[config.mk]
export PLATFORM = sky130hd
export DESIGN_NAME = showahead_fifo
export DESIGN_NICKNAME = d
export VERILOG_FILES = /design/src/rtl/sfifo_pkg.sv /design/src/rtl/sfifo_ctrl.sv /design/src/rtl/sfifo_store.sv /design/src/rtl/sfifo_out.sv /design/src/rtl/showahead_fifo.sv
export SDC_FILE = /design/constraint.sdc
export NUM_CORES = 1
export LEC_CHECK = 0
export BUFFER_PORTS_ARGS = -buffer_cell sky130_fd_sc_hd__buf_2
export CAP_MARGIN = 10
export CORE_ASPECT_RATIO = 0.8
export CORE_MARGIN = 3
export CORE_UTILIZATION = 60
export DETAILED_ROUTE_END_ITERATION = 12
export PLACE_DENSITY = 0.78
export SETUP_SLACK_MARGIN = 0.02
export SLEW_MARGIN = 25
export SYNTH_ARGS = -nofsm -noshare
export SYNTH_HDL_FRONTEND = slang
export SYNTH_HIERARCHICAL = 1
export SYNTH_SLANG_ARGS = --single-unit
[constraint.sdc]
create_clock -name clk -period 7.05 [get_ports clk]
set_input_delay 0.3525 -clock clk [delete_from_list [all_inputs] [get_ports clk]]
set_output_delay 0.3525 -clock clk [all_outputs]
set_load 0.05 [all_outputs]
[src/rtl/sfifo_pkg.sv]
package sfifo_pkg;
    typedef enum logic {
        RD_NORMAL     = 1'b0,
        RD_SHOW_AHEAD = 1'b1
    } rd_mode_e;
endpackage

[src/rtl/sfifo_ctrl.sv]
// Pointer, count and guard logic of the buffer.
module sfifo_ctrl #(
    parameter int DEPTH    = 16,
    parameter bit GUARD_WR = 1'b1,
    parameter bit GUARD_RD = 1'b1,
    localparam int AW = $clog2(DEPTH),
    localparam int CW = AW + 1
) (
    input  logic          clk,
    input  logic          async_clr,
    input  logic          sync_clr,
    input  logic          wr_req,
    input  logic          rd_req,
    output logic          wr_ok,
    output logic          rd_ok,
    output logic [AW-1:0] wr_addr,
    output logic [AW-1:0] rd_addr,
    output logic [CW-1:0] level,
    output logic          full,
    output logic          empty
);
    typedef struct packed {
        logic [AW-1:0] wptr;
        logic [AW-1:0] rptr;
        logic [CW-1:0] count;
        logic          blk;   // drop writes on first edge after async clear
    } ctrl_t;

    ctrl_t st_d, st_q;

    always_comb begin
        full  = (st_q.count == CW'(DEPTH));
        empty = (st_q.count == '0);
        wr_ok = wr_req && !sync_clr && !st_q.blk && !(GUARD_WR && full);
        rd_ok = rd_req && !sync_clr && !(GUARD_RD && empty);

        st_d     = st_q;
        st_d.blk = 1'b0;
        if (sync_clr) begin
            st_d.wptr  = '0;
            st_d.rptr  = '0;
            st_d.count = '0;
        end else begin
            if (wr_ok) st_d.wptr = st_q.wptr + 1'b1;
            if (rd_ok) st_d.rptr = st_q.rptr + 1'b1;
            st_d.count = st_q.count + CW'(wr_ok) - CW'(rd_ok);
        end
    end

    always_ff @(posedge clk or posedge async_clr) begin
        if (async_clr) st_q <= '{wptr: '0, rptr: '0, count: '0, blk: 1'b1};
        else           st_q <= st_d;
    end

    assign wr_addr = st_q.wptr;
    assign rd_addr = st_q.rptr;
    assign level   = st_q.count;
endmodule

[src/rtl/sfifo_store.sv]
// Word storage: one write port, one combinational read port.
module sfifo_store #(
    parameter int WIDTH = 8,
    parameter int DEPTH = 16,
    localparam int AW = $clog2(DEPTH)
) (
    input  logic             clk,
    input  logic             we,
    input  logic [AW-1:0]    waddr,
    input  logic [WIDTH-1:0] wdata,
    input  logic [AW-1:0]    raddr,
    output logic [WIDTH-1:0] rdata
);
    logic [WIDTH-1:0] mem_q [DEPTH];

    always_ff @(posedge clk) begin
        if (we) mem_q[waddr] <= wdata;
    end

    assign rdata = mem_q[raddr];
endmodule

[src/rtl/sfifo_out.sv]
// Read data stage; the read style picks the variant.
module sfifo_out #(
    parameter int                  WIDTH   = 8,
    parameter sfifo_pkg::rd_mode_e RD_MODE = sfifo_pkg::RD_NORMAL
) (
    input  logic             clk,
    input  logic             async_clr,
    input  logic             rd_ok,
    input  logic             empty,
    input  logic [WIDTH-1:0] head,
    output logic [WIDTH-1:0] rd_data
);
    if (RD_MODE == sfifo_pkg::RD_SHOW_AHEAD) begin : g_show_ahead
        // Head word is visible directly; zero while nothing is stored.
        assign rd_data = empty ? '0 : head;
        logic unused_sa;
        assign unused_sa = ^{clk, async_clr, rd_ok};
    end else begin : g_normal
        logic [WIDTH-1:0] data_d, data_q;

        always_comb begin
            data_d = data_q;
            if (rd_ok) data_d = head;
        end

        always_ff @(posedge clk or posedge async_clr) begin
            if (async_clr) data_q <= '0;
            else           data_q <= data_d;
        end

        assign rd_data = data_q;
        logic unused_nm;
        assign unused_nm = empty;
    end
endmodule

[src/rtl/showahead_fifo.sv]
module showahead_fifo #(
    parameter int                  WIDTH    = 8,
    parameter int                  DEPTH    = 16,
    parameter sfifo_pkg::rd_mode_e RD_MODE  = sfifo_pkg::RD_NORMAL,
    parameter bit                  GUARD_WR = 1'b1,
    parameter bit                  GUARD_RD = 1'b1
) (
    input  logic                     clk,
    input  logic                     async_clr,
    input  logic                     sync_clr,
    input  logic                     wr_req,
    input  logic [WIDTH-1:0]         wr_data,
    input  logic                     rd_req,
    output logic [WIDTH-1:0]         rd_data,
    output logic                     full,
    output logic                     empty,
    output logic [$clog2(DEPTH):0]   level
);
    localparam int AW = $clog2(DEPTH);

    logic          wr_ok, rd_ok;
    logic [AW-1:0] wr_addr, rd_addr;
    logic [WIDTH-1:0] head;

    sfifo_ctrl #(
        .DEPTH    (DEPTH),
        .GUARD_WR (GUARD_WR),
        .GUARD_RD (GUARD_RD)
    ) i_ctrl (
        .clk       (clk),
        .async_clr (async_clr),
        .sync_clr  (sync_clr),
        .wr_req    (wr_req),
        .rd_req    (rd_req),
        .wr_ok     (wr_ok),
        .rd_ok     (rd_ok),
        .wr_addr   (wr_addr),
        .rd_addr   (rd_addr),
        .level     (level),
        .full      (full),
        .empty     (empty)
    );

    sfifo_store #(
        .WIDTH (WIDTH),
        .DEPTH (DEPTH)
    ) i_store (
        .clk   (clk),
        .we    (wr_ok),
        .waddr (wr_addr),
        .wdata (wr_data),
        .raddr (rd_addr),
        .rdata (head)
    );

    sfifo_out #(
        .WIDTH   (WIDTH),
        .RD_MODE (RD_MODE)
    ) i_out (
        .clk       (clk),
        .async_clr (async_clr),
        .rd_ok     (rd_ok),
        .empty     (empty),
        .head      (head),
        .rd_data   (rd_data)
    );
endmodule

# Word-level counts from Yosys, hierarchy flattened
# Memories as Yosys holds them, arrays and structs flattened. A register that Yosys moved wholly into a read port is not among the register bits.
# Index checks and enable logic that the tools add are counted.
[word_totals]
regBits = 14
mem_bits_rw = 128
in_bits = 13
out_inout_bits = 15
elab_cells = 27
mem_count = 1
[memory_table]
columns = ["name", "words", "width", "rd", "rd_clocked_by_memory_dff", "write_ports", "line", "source"]
rows = [
  ["i_store.mem_q", 16, 8, 1, 1, 1, "sfifo_store.sv:14", "logic [WIDTH-1:0] mem_q [DEPTH];"],
]
[classes]
add_sub_neg = 4
n_eq_ne = 1
n_mux = 5
n_reduce_logical = 12
[op_table]
columns = ["cell", "count"]
rows = [
  ["two-way mux 13 bit", 1],
  ["adder 4 x 1 -> 4 bit, second input constant", 2],
  ["two-way mux 4 bit", 2],
  ["adder 5 x 1 -> 5 bit", 1],
  ["equality test 5 bit, second input constant", 1],
  ["logical AND 1 bit", 5],
  ["logical NOT 5 bit", 1],
  ["subtractor 5 x 1 -> 5 bit", 1],
  ["logical NOT 1 bit", 4],
  ["nonzero test 2 bit", 2],
  ["two-way mux 1 bit", 2],
]

# Longest topological paths before layout
[logic_depth]
ltp_word = 7
ltp_mapped = 12

# Hierarchy
# The synthesis kept the hierarchy.
[by_module_without_submodules]
columns = ["mod", "instances", "cells_each", "area_per_inst_um2"]
rows = [
  ["sfifo_store", 1, 221, 4987.3],
  ["sfifo_ctrl", 1, 99, 940.9],
  ["sfifo_out", 1, 18, 335.3],
]

# Worst setup path after synthesis
# Ideal clock, no wire load.
[synth_timing]
kind = "register to register"
startpoint = "reg i_ctrl.st_q, in the netlist i_ctrl/level[3]"
endpoint = "reg i_ctrl.st_q, in the netlist i_ctrl/level[4]"
setup_time_ps = 78
arrival_time_ps = 2993
path_slack_ps = 3979
stages_incl_launch_ff = 13
synth_period_minus_slack_ps = 3071
cell_sequence = "dfrtp_1 > inv_1 > ha_1 > or4b_4 > inv_2 > nor3_1 > ha_1 > inv_1 > ha_1 > fa_1 > a21o_1 > a2111oi_0 > o21bai_1"
[synth_rtl]
columns = ["item", "line", "source"]
rows = [
  ["start: declaration", "sfifo_ctrl.sv:29", "ctrl_t st_d, st_q;"],
  ["start signal: assignment", "sfifo_ctrl.sv:51", "if (async_clr) st_q <= '{wptr: '0, rptr: '0, count: '0, blk: 1'b1};"],
  ["start signal: assignment", "sfifo_ctrl.sv:52", "else st_q <= st_d;"],
]

==> metrics.csv <==
stage,metric,value,unit
run_status,outcome,"complete, no violations",
synth,synth_top_cell_by_area,edfxtp_1,
routing,ant_nets,0,
floorplan,start_util,0.633,
synth,yosysTopAreaCellShare,0.614,
finish,final_common_cell,edfxtp_1,
routing,avgRoutedWirePerCell,23.5,um
clock_tree,path_clk_slew,0.06,ns
place,place.gp.congestion,0.769,
place,place_area,6400,sq um
floorplan,ios,28,
power_and_ir_drop,power.density,354,nW/um^2
routing,drt-pass1-iter-count,5,
setup_path,cpMostUsedCell,ha_1,
routing,num_vias,3130,
setup_path,worstSetupPathType,register to register,
clock_tree,cts.sinks,150,
setup_path,critPathSlowestCell,or4b_4,
finish,fillCellCount,617,
setup_path,endpoint_kind,register,
global_routing,grt_pass1_wl,18600,um
finish,fin_util,0.712,
sta,setup_viol,0,
sta,setup_tns,0,ns
finish,antenna_cells,0,
clock_tree,cts_buffers,17,
sta,max_slew_margin,0.367,
sta,hold_violations,0,
finish,area_delta_synth_final,12.4,%
clock_tree,clockBufferDepth,2,
setup_path,cp.arrival,3.50,ns
global_routing,grt_use_total,0.221,
synth,synthFlopType,edfxtp_1,
setup_path,timing.rr.start,i_ctrl/level[3]$_DFF_PP0_,
floorplan,dieArea,11700,sq um
synth,yosysWarningCount,6,
clock_tree,ctsHtreeMaxLevel,4,
routing,routed_wl,12000,um
setup_path,crit_start,i_ctrl/level[3]$_DFF_PP0_,
sta,fin_skew,0.00434,ns
sta,rsz0062_at_grt,false,
finish,drive_gt1_frac,0.267,
floorplan,core-area,9890,sq um
synth,synth_fp_nets,360,
routing,drc,0,
place,io_buffers,27,
floorplan,die_x,120,um
finish,final_cell_mix,"128 x edfxtp_1, 27 x buf_2, 19 x clkbuf_16, 19 x dfrtp_1, 18 x mux4_2",
setup_path,required,7.39,ns
synth,synth_edf_count,128,
synth,async_flop_share,0.147,
setup_path,reg2reg_depth,12,
power_and_ir_drop,leakage,2.47,nW
setup_path,regToRegSetupSlack,3.88,ns
floorplan,rows,32,
synth,synth-seq-cells,150,
setup_path,cp_max_fo,9,
routing,drt_iter0_markers,315,
clock_tree,clk_latency,0.41,ns
sta,finalCritPeriodShare,0.449,
sta,fmax,0.316,GHz
floorplan,die_h,97.4,um
sta,slew_violations,0,
synth,synth_top_cells_by_area,"edfxtp_1 61%, dfrtp_1 8.4%, mux4_2 6.5%",
synth,syn_area,6260,sq um
setup_path,cp-start-kind,register,
synth,postSynthAreaPerCell,18.5,sq um
setup_path,crit_path_cell_trace,inv_1 > ha_1 > or4b_4 > inv_2 > nor3_4 > ha_1 > inv_1 > ha_1 > fa_1 > a21o_1 > a2111oi_0 > o21bai_1,
sta,holdWs,0.241,ns
clock_tree,cts_tree,yes,
finish,final_nets,384,
power_and_ir_drop,p_total,2.49,mW
setup_path,r2r_end,i_ctrl/level[4]$_DFF_PP0_,
global_routing,antenna_found_initial,0,
setup_path,cpPeakStageDelay,0.49,ns
synth,yosys.cell_types.count,42,
setup_path,crit_end,i_ctrl/level[4]$_DFF_PP0_,
sta,min_period,3.17,ns
place,dp_hpwl,7330,um
global_routing,grt_pass1_vias,3211,
global_routing,grt_max_degree,37,
synth,netlist_instances,338,
global_routing,gr-total-overflow,0,
clock_tree,ctsResizeCount,0,
routing,viasPerCell,6.13,
power_and_ir_drop,ir_worst_vdd,231,uV
clock_tree,cts_setup_buffers,0,
flow_run,cap_viol_max_count,0,
synth,ys_seq_area_frac,0.702,
clock_tree,cts_root_buffer,clkbuf_16,
finish,fin_area,7040,sq um
hold_path,hp-class,input port to register,
sta,worstMarginPinSlew,0.946,ns
how the worst min path moves through the flow:
stage                         start                       endpoint  slack [ns]  cells after the start
after floorplan           async_clr   i_out/rd_data[0]$_DFFE_PP0P_        0.17                      1
after global placement    async_clr   i_out/rd_data[2]$_DFFE_PP0P_        0.34                      2
after detailed placement  async_clr   i_out/rd_data[1]$_DFFE_PP0P_        0.34                      2
after CTS                    rd_req  i_ctrl/rd_addr[1]$_DFFE_PP0P_        0.22                      3
after global routing         rd_req  i_ctrl/rd_addr[1]$_DFFE_PP0P_        0.23                      3
final                        rd_req  i_ctrl/rd_addr[1]$_DFFE_PP0P_        0.24                      3
synth_stat cells, types with 4 or more instances:
| cell type | count |
|---|---|
| ha_1 | 8 |
| nand2b_1 | 4 |
| buf_6 | 4 |
| buf_4 | 14 |
| mux4_1 | 14 |
| dfrtp_1 | 21 |
| nor2_1 | 18 |
| edfxtp_1 | 128 |
| a21oi_1 | 8 |
| mux2_4 | 8 |
| inv_1 | 10 |
| nor2b_1 | 6 |
| nand2_1 | 9 |
| nor3_1 | 5 |
| nand3_1 | 7 |
| a22oi_1 | 16 |
| mux4_2 | 18 |
flip-flops by register name, summed over array words and instances (netlist names):
| signal | flops |
|---|---|
| i_ctrl/st_q | 1 |
| i_ctrl/level | 5 |
| i_store/mem_q | 128 |
| i_ctrl/wr_addr | 4 |
| i_out/rd_data | 8 |
| i_ctrl/rd_addr | 4 |
cell families (layout without fill, tap and decap cells):
logic type / count (synthesis) / in the layout / synth area share
AOI/OAI and AO/OA: 34 / 34 / 0.0362
xor gates and xnor gates: 2 / 2 / 0.00280
adders and majority gates: 9 / 9 / 0.0192
buffers and inverters: 38 / 75 / 0.0396
DFF: 150 / 150 / 0.702
muxes: 43 / 43 / 0.148
other: 1 / 1 / 0.000599
and+or+nand+nor: 61 / 61 / 0.0519
where the power goes:
part,total [mW],switching (mW),internal [mW],leakage [nW]
combinational,0.511,0.294,0.216,0.740
sequential,1.09,0.0798,1.01,1.43
clock,0.894,0.326,0.568,0.305
layout make-up:
cell class	instances	area, sq um	share of cell area
Multi-Input combinational cell	150	1640	0.233
Clock inverter	4	26.3	0.00373
Timing Repair Buffer	31	168	0.0238
Tap cell	136	170	0.0242
Sequential cell	150	4400	0.625
Inverter	12	45.0	0.00640
Clock buffer	28	589	0.0837
critical path, delay by kind of cell, from the launching register on:
kind,cells,cell delay [ns]
compound gates,3,0.70
fa+ha+maj,4,1.10
buf+inv,3,0.27
flops,1,0.40
simple gates,2,0.61
metrics by stage:
stage               worst slack, ns  std cells
floorplan                      3.98        338
CTS                            3.64        511
global route                   3.73        511
global placement               3.77        478
finish                         3.88        511
detailed placement             3.65        478
timing repair:
item,4_1_cts,5_1_grt
hold endpoints to repair,8,0
setup endpoints to repair,0,0
hold buffers,1,0
per-layer routing:
layer	up-vias	routed length, um	GRT usage
met4	0	131	0.0601
met1	1626	5190	0.313
met3	11	894	0.0815
met2	104	5790	0.329
met5	-	0	0
li1	1389	-	-
(Power assumes the default switching activity.)
